## config.mk

```make
export PLATFORM = sky130hd
export DESIGN_NAME = gapfill_seq
export DESIGN_NICKNAME = d
export VERILOG_FILES = /design/src/rtl/gfs_pkg.sv /design/src/rtl/gfs_ctrl.sv /design/src/rtl/gfs_datapath.sv /design/src/rtl/gapfill_seq.sv
export SDC_FILE = /design/constraint.sdc
export NUM_CORES = 1
export LEC_CHECK = 0
export BUFFER_PORTS_ARGS = -buffer_cell sky130_fd_sc_hd__buf_2
export CORE_UTILIZATION = 54
export CTS_CLUSTER_DIAMETER = 150
export DETAILED_ROUTE_END_ITERATION = 8
export GPL_TIMING_DRIVEN = 0
export HOLD_SLACK_MARGIN = 0.03
export MAX_ROUTING_LAYER = met4
export PLACE_DENSITY_LB_ADDON = 0.2
export SLEW_MARGIN = 20
export SYNTH_ARGS = -nofsm -noshare
export SYNTH_HDL_FRONTEND = slang
export SYNTH_SLANG_ARGS = --single-unit
export TNS_END_PERCENT = 1
```

## constraint.sdc

```tcl
create_clock -name clk -period 2.2 [get_ports clk]
set_input_delay 0.22 -clock clk [delete_from_list [all_inputs] [get_ports clk]]
set_output_delay 0.22 -clock clk [all_outputs]
set_load 0.01 [all_outputs]
```

## src/rtl/gfs_pkg.sv

```systemverilog
package gfs_pkg;

  typedef enum logic [1:0] {
    FILL_HOLD  = 2'd0,
    FILL_INC   = 2'd1,
    FILL_SEQ   = 2'd2,
    FILL_HOLDB = 2'd3
  } fillSrc_e;

  typedef struct packed {
    logic shiftEn;
    logic loadSerial;
    logic loadWord;
    logic emitHold;
    logic emitInc;
    logic emitSeq;
  } ctrlStrb_t;

  localparam int MAX_SEQ = 8;
  localparam int IDX_W   = 3;

endpackage

```

## src/rtl/gfs_ctrl.sv

```systemverilog
module gfs_ctrl
  import gfs_pkg::*;
#(
  parameter int WORD_W  = 8,
  parameter int SEQ_LEN = 4
) (
  input  logic             clk,
  input  logic             rstN,
  input  logic             reconfigMode,
  input  logic             serialMode,
  input  logic [1:0]       fillSel,
  input  logic             inValid,
  input  logic             sampleStrobe,
  output ctrlStrb_t        strb,
  output logic [IDX_W-1:0] seqIdx
);

  localparam int CNT_W = $clog2(WORD_W);
  localparam logic [CNT_W-1:0] LAST_BIT = CNT_W'(WORD_W - 1);
  localparam logic [IDX_W-1:0] LAST_IDX = IDX_W'(SEQ_LEN - 1);

  logic [CNT_W-1:0] bitCnt;
  logic             working;
  logic             fillTick;
  fillSrc_e         src;

  assign working  = !reconfigMode;
  assign fillTick = reconfigMode && sampleStrobe;
  assign src      = fillSrc_e'(fillSel);

  always_comb begin
    strb            = '0;
    strb.shiftEn    = working && serialMode && inValid;
    strb.loadSerial = strb.shiftEn && (bitCnt == LAST_BIT);
    strb.loadWord   = working && !serialMode && inValid;
    strb.emitHold   = fillTick && (src == FILL_HOLD || src == FILL_HOLDB);
    strb.emitInc    = fillTick && (src == FILL_INC);
    strb.emitSeq    = fillTick && (src == FILL_SEQ);
  end

  always_ff @(posedge clk) begin
    if (!rstN || reconfigMode) begin
      bitCnt <= '0;
    end else if (strb.shiftEn) begin
      bitCnt <= strb.loadSerial ? '0 : bitCnt + 1'b1;
    end
  end

  always_ff @(posedge clk) begin
    if (!rstN || !reconfigMode) begin
      seqIdx <= '0;
    end else if (strb.emitSeq) begin
      seqIdx <= (seqIdx == LAST_IDX) ? '0 : seqIdx + 1'b1;
    end
  end


  serial_clear_chk: assert property (@(posedge clk) disable iff (!rstN)
    reconfigMode |=> (bitCnt == '0));


  seq_range_chk: assert property (@(posedge clk) disable iff (!rstN)
    seqIdx <= LAST_IDX);


  seq_restart_chk: assert property (@(posedge clk) disable iff (!rstN)
    $rose(reconfigMode) |-> (seqIdx == '0));

endmodule

```

## src/rtl/gfs_datapath.sv

```systemverilog
module gfs_datapath
  import gfs_pkg::*;
#(
  parameter int                      WORD_W    = 8,
  parameter logic [MAX_SEQ*WORD_W-1:0] SEQ_TABLE = '0
) (
  input  logic              clk,
  input  logic              rstN,
  input  logic              inBit,
  input  logic [WORD_W-1:0] inWord,
  input  ctrlStrb_t         strb,
  input  logic [IDX_W-1:0]  seqIdx,
  output logic [WORD_W-1:0] outWord,
  output logic              outValid
);

  localparam logic [WORD_W-1:0] TOP_VAL = '1;

  logic [WORD_W-2:0] shiftReg;
  logic [WORD_W-1:0] assembled;
  logic [WORD_W-1:0] nextWord;
  logic [WORD_W-1:0] seqTable [MAX_SEQ];
  logic              emit;

  for (genvar i = 0; i < MAX_SEQ; i++) begin : g_table
    assign seqTable[i] = SEQ_TABLE[i*WORD_W +: WORD_W];
  end

  assign assembled = {shiftReg, inBit};
  assign emit = strb.loadSerial || strb.loadWord || strb.emitHold ||
                strb.emitInc || strb.emitSeq;

  always_comb begin
    nextWord = outWord;
    if (strb.loadSerial)   nextWord = assembled;
    else if (strb.loadWord) nextWord = inWord;
    else if (strb.emitInc)  nextWord = (outWord == TOP_VAL) ? outWord : outWord + 1'b1;
    else if (strb.emitSeq)  nextWord = seqTable[seqIdx];
  end

  always_ff @(posedge clk) begin
    if (!rstN) begin
      shiftReg <= '0;
    end else if (strb.shiftEn) begin
      shiftReg <= assembled[WORD_W-2:0];
    end
  end

  always_ff @(posedge clk) begin
    if (!rstN) begin
      outWord  <= '0;
      outValid <= 1'b0;
    end else begin
      outWord  <= nextWord;
      outValid <= emit;
    end
  end


  hold_repeat_chk: assert property (@(posedge clk) disable iff (!rstN)
    strb.emitHold |=> (outValid && outWord == $past(outWord)));


  inc_saturate_chk: assert property (@(posedge clk) disable iff (!rstN)
    (strb.emitInc && outWord == TOP_VAL) |=> (outWord == TOP_VAL));


  pass_word_chk: assert property (@(posedge clk) disable iff (!rstN)
    strb.loadWord |=> (outValid && outWord == $past(inWord)));

endmodule

```

## src/rtl/gapfill_seq.sv

```systemverilog
module gapfill_seq
  import gfs_pkg::*;
#(
  parameter int                        WORD_W    = 8,
  parameter int                        SEQ_LEN   = 4,
  parameter logic [MAX_SEQ*WORD_W-1:0] SEQ_TABLE = 64'h8070_6050_4030_2010
) (
  input  logic              clk,
  input  logic              rstN,
  input  logic              reconfigMode,
  input  logic              serialMode,
  input  logic [1:0]        fillSel,
  input  logic              inValid,
  input  logic              inBit,
  input  logic [WORD_W-1:0] inWord,
  input  logic              sampleStrobe,
  output logic [WORD_W-1:0] outWord,
  output logic              outValid
);

  ctrlStrb_t        strb;
  logic [IDX_W-1:0] seqIdx;

  gfs_ctrl #(.WORD_W(WORD_W), .SEQ_LEN(SEQ_LEN)) u_ctrl (
    .clk          (clk),
    .rstN         (rstN),
    .reconfigMode (reconfigMode),
    .serialMode   (serialMode),
    .fillSel      (fillSel),
    .inValid      (inValid),
    .sampleStrobe (sampleStrobe),
    .strb         (strb),
    .seqIdx       (seqIdx)
  );

  gfs_datapath #(.WORD_W(WORD_W), .SEQ_TABLE(SEQ_TABLE)) u_dp (
    .clk      (clk),
    .rstN     (rstN),
    .inBit    (inBit),
    .inWord   (inWord),
    .strb     (strb),
    .seqIdx   (seqIdx),
    .outWord  (outWord),
    .outValid (outValid)
  );


  fill_quiet_chk: assert property (@(posedge clk) disable iff (!rstN)
    (reconfigMode && !sampleStrobe) |=> (!outValid && $stable(outWord)));


  work_no_strobe_chk: assert property (@(posedge clk) disable iff (!rstN)
    (!reconfigMode && !inValid) |=> !outValid);

endmodule

```

After elaboration in Yosys (flattened, before gate mapping)
Memory sizes are Yosys's and may differ from the RTL's.
Cells that the tools add are included.
- register bits: 22
- latch bits: 0
- bits in writable memories: 0
- memory bits (read-only): 64
- input port bits: 17
- output and inout port bits: 9
- word-level logic and storage cells: 49
- memories kept: 1
- memories (name ; depth ; bits a word ; rd ports ; clocked after memory_dff ; wr ports ; RTL line ; text):
    (name not given) ; 8 ; 8 ; 1 ; 0 ; 0 ; gfs_datapath.sv:38 ; else if (strb.emitSeq) nextWord = seqTable[seqIdx];
- $add $sub $neg: 3
- $mul: 0
- divide/modulo/power cells: 0
- $lt $le $gt $ge: 1
- equal/unequal tests: 7
- shift operators: 0
- multiplexer cells: 9
- bitwise gates (word level): 1
- reduce and logical (&&, ||, !) cells: 22
- operators by type and width (operator ; count):
    $mux 8 ; 7
    $logic_and 1x1->1 ; 9
    $add 8x1->8 const B ; 1
    $eq 8x8->1 const B ; 1
    $logic_or 1x1->1 ; 7
    $add 3x1->3 const B ; 2
    $mux 3 ; 2
    $eq 2x2->1 const B ; 2
    $ge 4x4->1 const B ; 1
    $ne 4x3->1 const B ; 1
    $not 3->4 ; 1
    $reduce_bool 4->1 ; 1
    $eq 3x2->1 const B ; 1
    $eq 3x3->1 const B ; 1
    $logic_not 1->1 ; 3
    $eq 2x1->1 const B ; 1
    $logic_not 2->1 ; 1
    $reduce_and 2->1 ; 1

Logic depth before layout (Yosys ltp)
- depth after elaboration: 8
- gate-level depth with buffers: 9
- gate-level depth less buffers: 7

Modules after synthesis
A second synthesis with hierarchy kept.
- cell total of the unflattened synthesis: 161
- area total of the unflattened synthesis: 1377.6 um2
- by module, submodules not included (module ; instances ; cells an instance ; area each (um2) ; sequential area each (um2)):
    gfs_datapath ; 1 ; 122 ; 1029.7 ; 320.3
    gfs_ctrl ; 1 ; 39 ; 347.8 ; 120.1

Worst setup path before layout
No wires, ideal clock.
- path kind: reg-to-reg
- from: reg u_ctrl.bitCnt[0]
- to: reg u_dp.outWord[5]
- library setup time: 119 ps
- data arrival time: 1622 ps
- required time: 2081 ps
- slack: 459 ps
- stages on the path, launching flop included: 9
- buffers on the path: 2
- clock period less this slack: 1741 ps
- cells stage by stage: dfxtp_1 > ha_1 > ha_1 > buf_2 > nand2b_1 > a21oi_1 > nor2_2 > buf_6 > o221a_1
- cells in the longest elaborated chain, start to end: 4
- elaborated cells on any way between the ends: 6
- classes of those cells: eq/ne: 2; mux: 1; reduce/logical: 3
- ends and longest elaborated chain (item ; RTL line ; text):
    from (decl) ; gfs_ctrl.sv:22 ; logic [CNT_W-1:0] bitCnt;
    from (signal assigned) ; gfs_ctrl.sv:45 ; bitCnt <= strb.loadSerial ? '0 : bitCnt + 1'b1;
    $eq 3x3->1 (*) ; gfs_ctrl.sv:34 ; strb.loadSerial = strb.shiftEn && (bitCnt == LAST_BIT);
    $logic_and 1x1->1 (*) ; gfs_ctrl.sv:34 ;
    $ne 4x3->1 (no source line) or $reduce_bool 4->1 (tied branches) ; - ;
    $reduce_and 2->1 (no source line) ; - ;
    to (signal assigned) ; gfs_datapath.sv:54 ; outWord <= nextWord;
    to (decl) ; gfs_datapath.sv:13 ; output logic [WORD_W-1:0] outWord,
Mark *: on every way between the ends. The rest lies on a longest branch, timed or not.
A chain may end at the register's enable or synchronous reset.

Worst setup path in the final report
Same ends and word-level chain as after synthesis.

==> reports/summary.txt <==
status = complete, no violations
number of fill cells = 211
count of final setup violators = 0
via count = 1285
Post-DP HPWL = 2330 µm
Area growth syn-to-layout = 12.7%
top_reg_cell synth = dfxtp_1
# hold bufs at CTS = 0
Max-cap violations = 0
share of cells above drive strength 1 = 20.9%
Register-to-Register Path Depth = 8
min cycle time layout = 1.95 ns
r2r setup slk = 0.25 ns
Post-Syn Area = 0.00136 mm²
Slowest cell on crit path = dfxtp_1
die area = 0.00273 mm²
clk slew on worst S/H paths = 0.12 ns
die height = 52.3 µm
cell family with most CP delay = compound AO/OA/AOI/OAI gates
most common cell in the netlist = dfxtp_1
hold path cells = 3
Crit path depth = 8
Final Cell Area = 0.00154 mm²
Sink Count = 22
DRT Pass-1 Iters = 4
Crit Path Max Fanout = 10
number of synthesized flops with an enable pin = 0
Seq/Total Area, Yosys = 32.3%
Post-DP Area = 0.00151 mm²
total CTS buffers = 3
max incr delay on CP = 0.34 ns
#FFs+latches synth = 22
worst vdd ir = 0.522 mV
fmax = 512 MHz
worst endpoint required time = 2.42 ns
Initial Util = 59.4%
Netlist cell types = 42
crit share post-route = 88.8%
gr ovfl total = 0
IO buf count = 23
area leader, netlist = dfxtp_1
type of origin of the critical path = flop
relative slew slack = 69.8%
Antenna Nets Post-Route = 0
syn avg cell area = 8.27 µm²
RePlAce Congestion = 0.940
clk_lat worst skew = 0.31 ns
r2r endpoint = u_dp.outWord[5]
kind of critical path = reg2reg
CP Capture Type = flop
Vias/cell = 5.87
Worst Clk Skew = 0.0128 ns
setup TNS = 0 ns
Synth top cells by count = dfxtp_1 (22), nand3_1 (19), nand2_1 (16)
Cell Rows = 17
cts repair resizes = 0
Synth warnings = 0
Yosys top cell area share = 32.3%
min-delay src = reconfigMode
CTS Buffer Depth = 2
Hold/Removal Path Class = in2reg
post-detailed-route DRC marker count = 0
Pleak = 0.656 nW
IO Pins = 26
initial antenna violation count = 0
Die Wd = 52.3 µm
worst r2r src = u_ctrl.bitCnt[0]
worst hold endpoint = u_ctrl.seqIdx[2]
Root Buffer Master = clkbuf_4
number of diodes = 0
Core Region = 0.00230 mm²
CTS tree = built
initial drt markers = 47
fraction of registers with async set/reset = 0%
fin cells = 219
setup bufs post-CTS = 0
largest net degree at the start of global routing = 12
final wirelength = 3040 µm
RSZ-0062 raised after global routing = false
wire per inst = 13.9 µm
CP dominant cell by count = ha_1
Mapped Nets = 189
top cells by area, synth = dfxtp_1 (32%), nand3_1 (7.0%), ha_1 (6.4%)
Total GRT Usage = 25.8%
critical-path cell list = ha_1 > ha_1 > buf_2 > nand2b_1 > a21oi_1 > nor2_2 > buf_6 > o221a_1
Power Dens Cells = 473 mW/mm²
CP Buf/Inv Count = 2
Syn Inst Count = 165
Critical Path AT = 2.17 ns
vias in the first global route = 1157
first-pass GRT wire length = 5050 µm
layout net count = 217
worst-margin pin slew = 0.453 ns
Cells after DPL = 216
max-slew violation count = 0
final hold vios = 0
htree depth = 1
[cells in the final DEF (no fill, tap or decap), types with 2 or more instances in the layout]
master     Yosys  final
buf_2          5     28
dfxtp_1       22     22
nand3_1       19     19
nand2_1       16     16
a21oi_1       10     10
nor2_1         9      9
a21boi_0       7      7
ha_1           7      7
inv_1          6      6
o21ai_0        6      6
nand2b_1       5      5
a31oi_1        5      5
xor2_1         4      4
nor2b_1        3      3
o211a_1        3      3
o21ai_1        3      3
nor3b_1        3      3
clkbuf_4       0      3
buf_6          2      2
clkbuf_1       2      2
nor3_1         2      2
o2111ai_1      2      2
and3_1         2      2
mux2i_1        2      2
a22oi_1        2      2
[flip-flops by register name (all words and copies together), names as in the netlist]
register	flops
u_ctrl.bitCnt	3
u_ctrl.seqIdx	3
u_dp.outValid	1
u_dp.outWord	8
u_dp.shiftReg	7
[worst max path at each step]
stage                           end             start  slack (ns)
floorplan           u_dp.outWord[5]  u_ctrl.bitCnt[0]        0.46
global placement    u_dp.outWord[5]  u_ctrl.bitCnt[0]        0.29
detailed placement  u_dp.outWord[5]  u_ctrl.bitCnt[0]        0.26
CTS                 u_dp.outWord[5]  u_ctrl.bitCnt[0]        0.24
global route        u_dp.outWord[5]  u_ctrl.bitCnt[0]        0.15
finish              u_dp.outWord[5]  u_ctrl.bitCnt[0]        0.25
[area by class of cell]
type	count	area, µm²	share of cell area (%)
Multi-Input combinational cell	127	841	54.7
Sequential cell	22	440	28.7
Timing Repair Buffer	23	115	7.49
Buffer	10	60.1	3.91
Tap cell	28	35.0	2.28
Clock buffer	3	22.5	1.47
Inverter	6	22.5	1.47
[report_power, final]
group | leakage, nW | internal [mW] | switching, mW | total (mW)
sequential | 0.179 | 0.410 | 0.0154 | 0.425
clock | 0.0138 | 0.0640 | 0.119 | 0.183
combinational | 0.463 | 0.0524 | 0.0675 | 0.120
total | 0.656 | 0.526 | 0.201 | 0.727
[metal layers]
layer | track usage (%) | part of all wire (%) | wire, µm
met3 | 6.09 | 3.7 | 112
met1 | 30.6 | 47 | 1410
met2 | 45.1 | 49 | 1500
met4 | 3.95 | 0.46 | 14
met5 | - | 0 | 0
[tightest hold or removal path: stages]
cell and delay [ns]:
buf_6 0.12, nand3_1 0.08, a31oi_1 0.04
[kinds of logic after synthesis]
group	after synthesis	share of synthesized area, %
AO/OA/AOI/OAI	48	24.0
XOR/XNOR	5	3.21
buffers and inverters	16	6.05
flip-flops	22	32.3
adder cells (fa/ha/maj)	7	6.42
AND/OR/NAND/NOR	65	26.5
multiplexers	2	1.47
[stage by stage]
step / setup slack [ns] / utilization, % / power [mW] / hold WS [ns]
2_1_floorplan: 0.459 / - / 0.510 / 0.376
3_3_place_gp: 0.290 / 65.9 / 0.549 / 0.462
3_5_place_dp: 0.258 / 65.9 / 0.553 / 0.476
4_1_cts: 0.238 / 66.9 / 0.729 / 0.175
5_1_grt: 0.151 / 66.9 / 0.766 / 0.172
6_report: 0.246 / 66.9 / 0.727 / 0.172
Power figures use the tool's default switching activity.
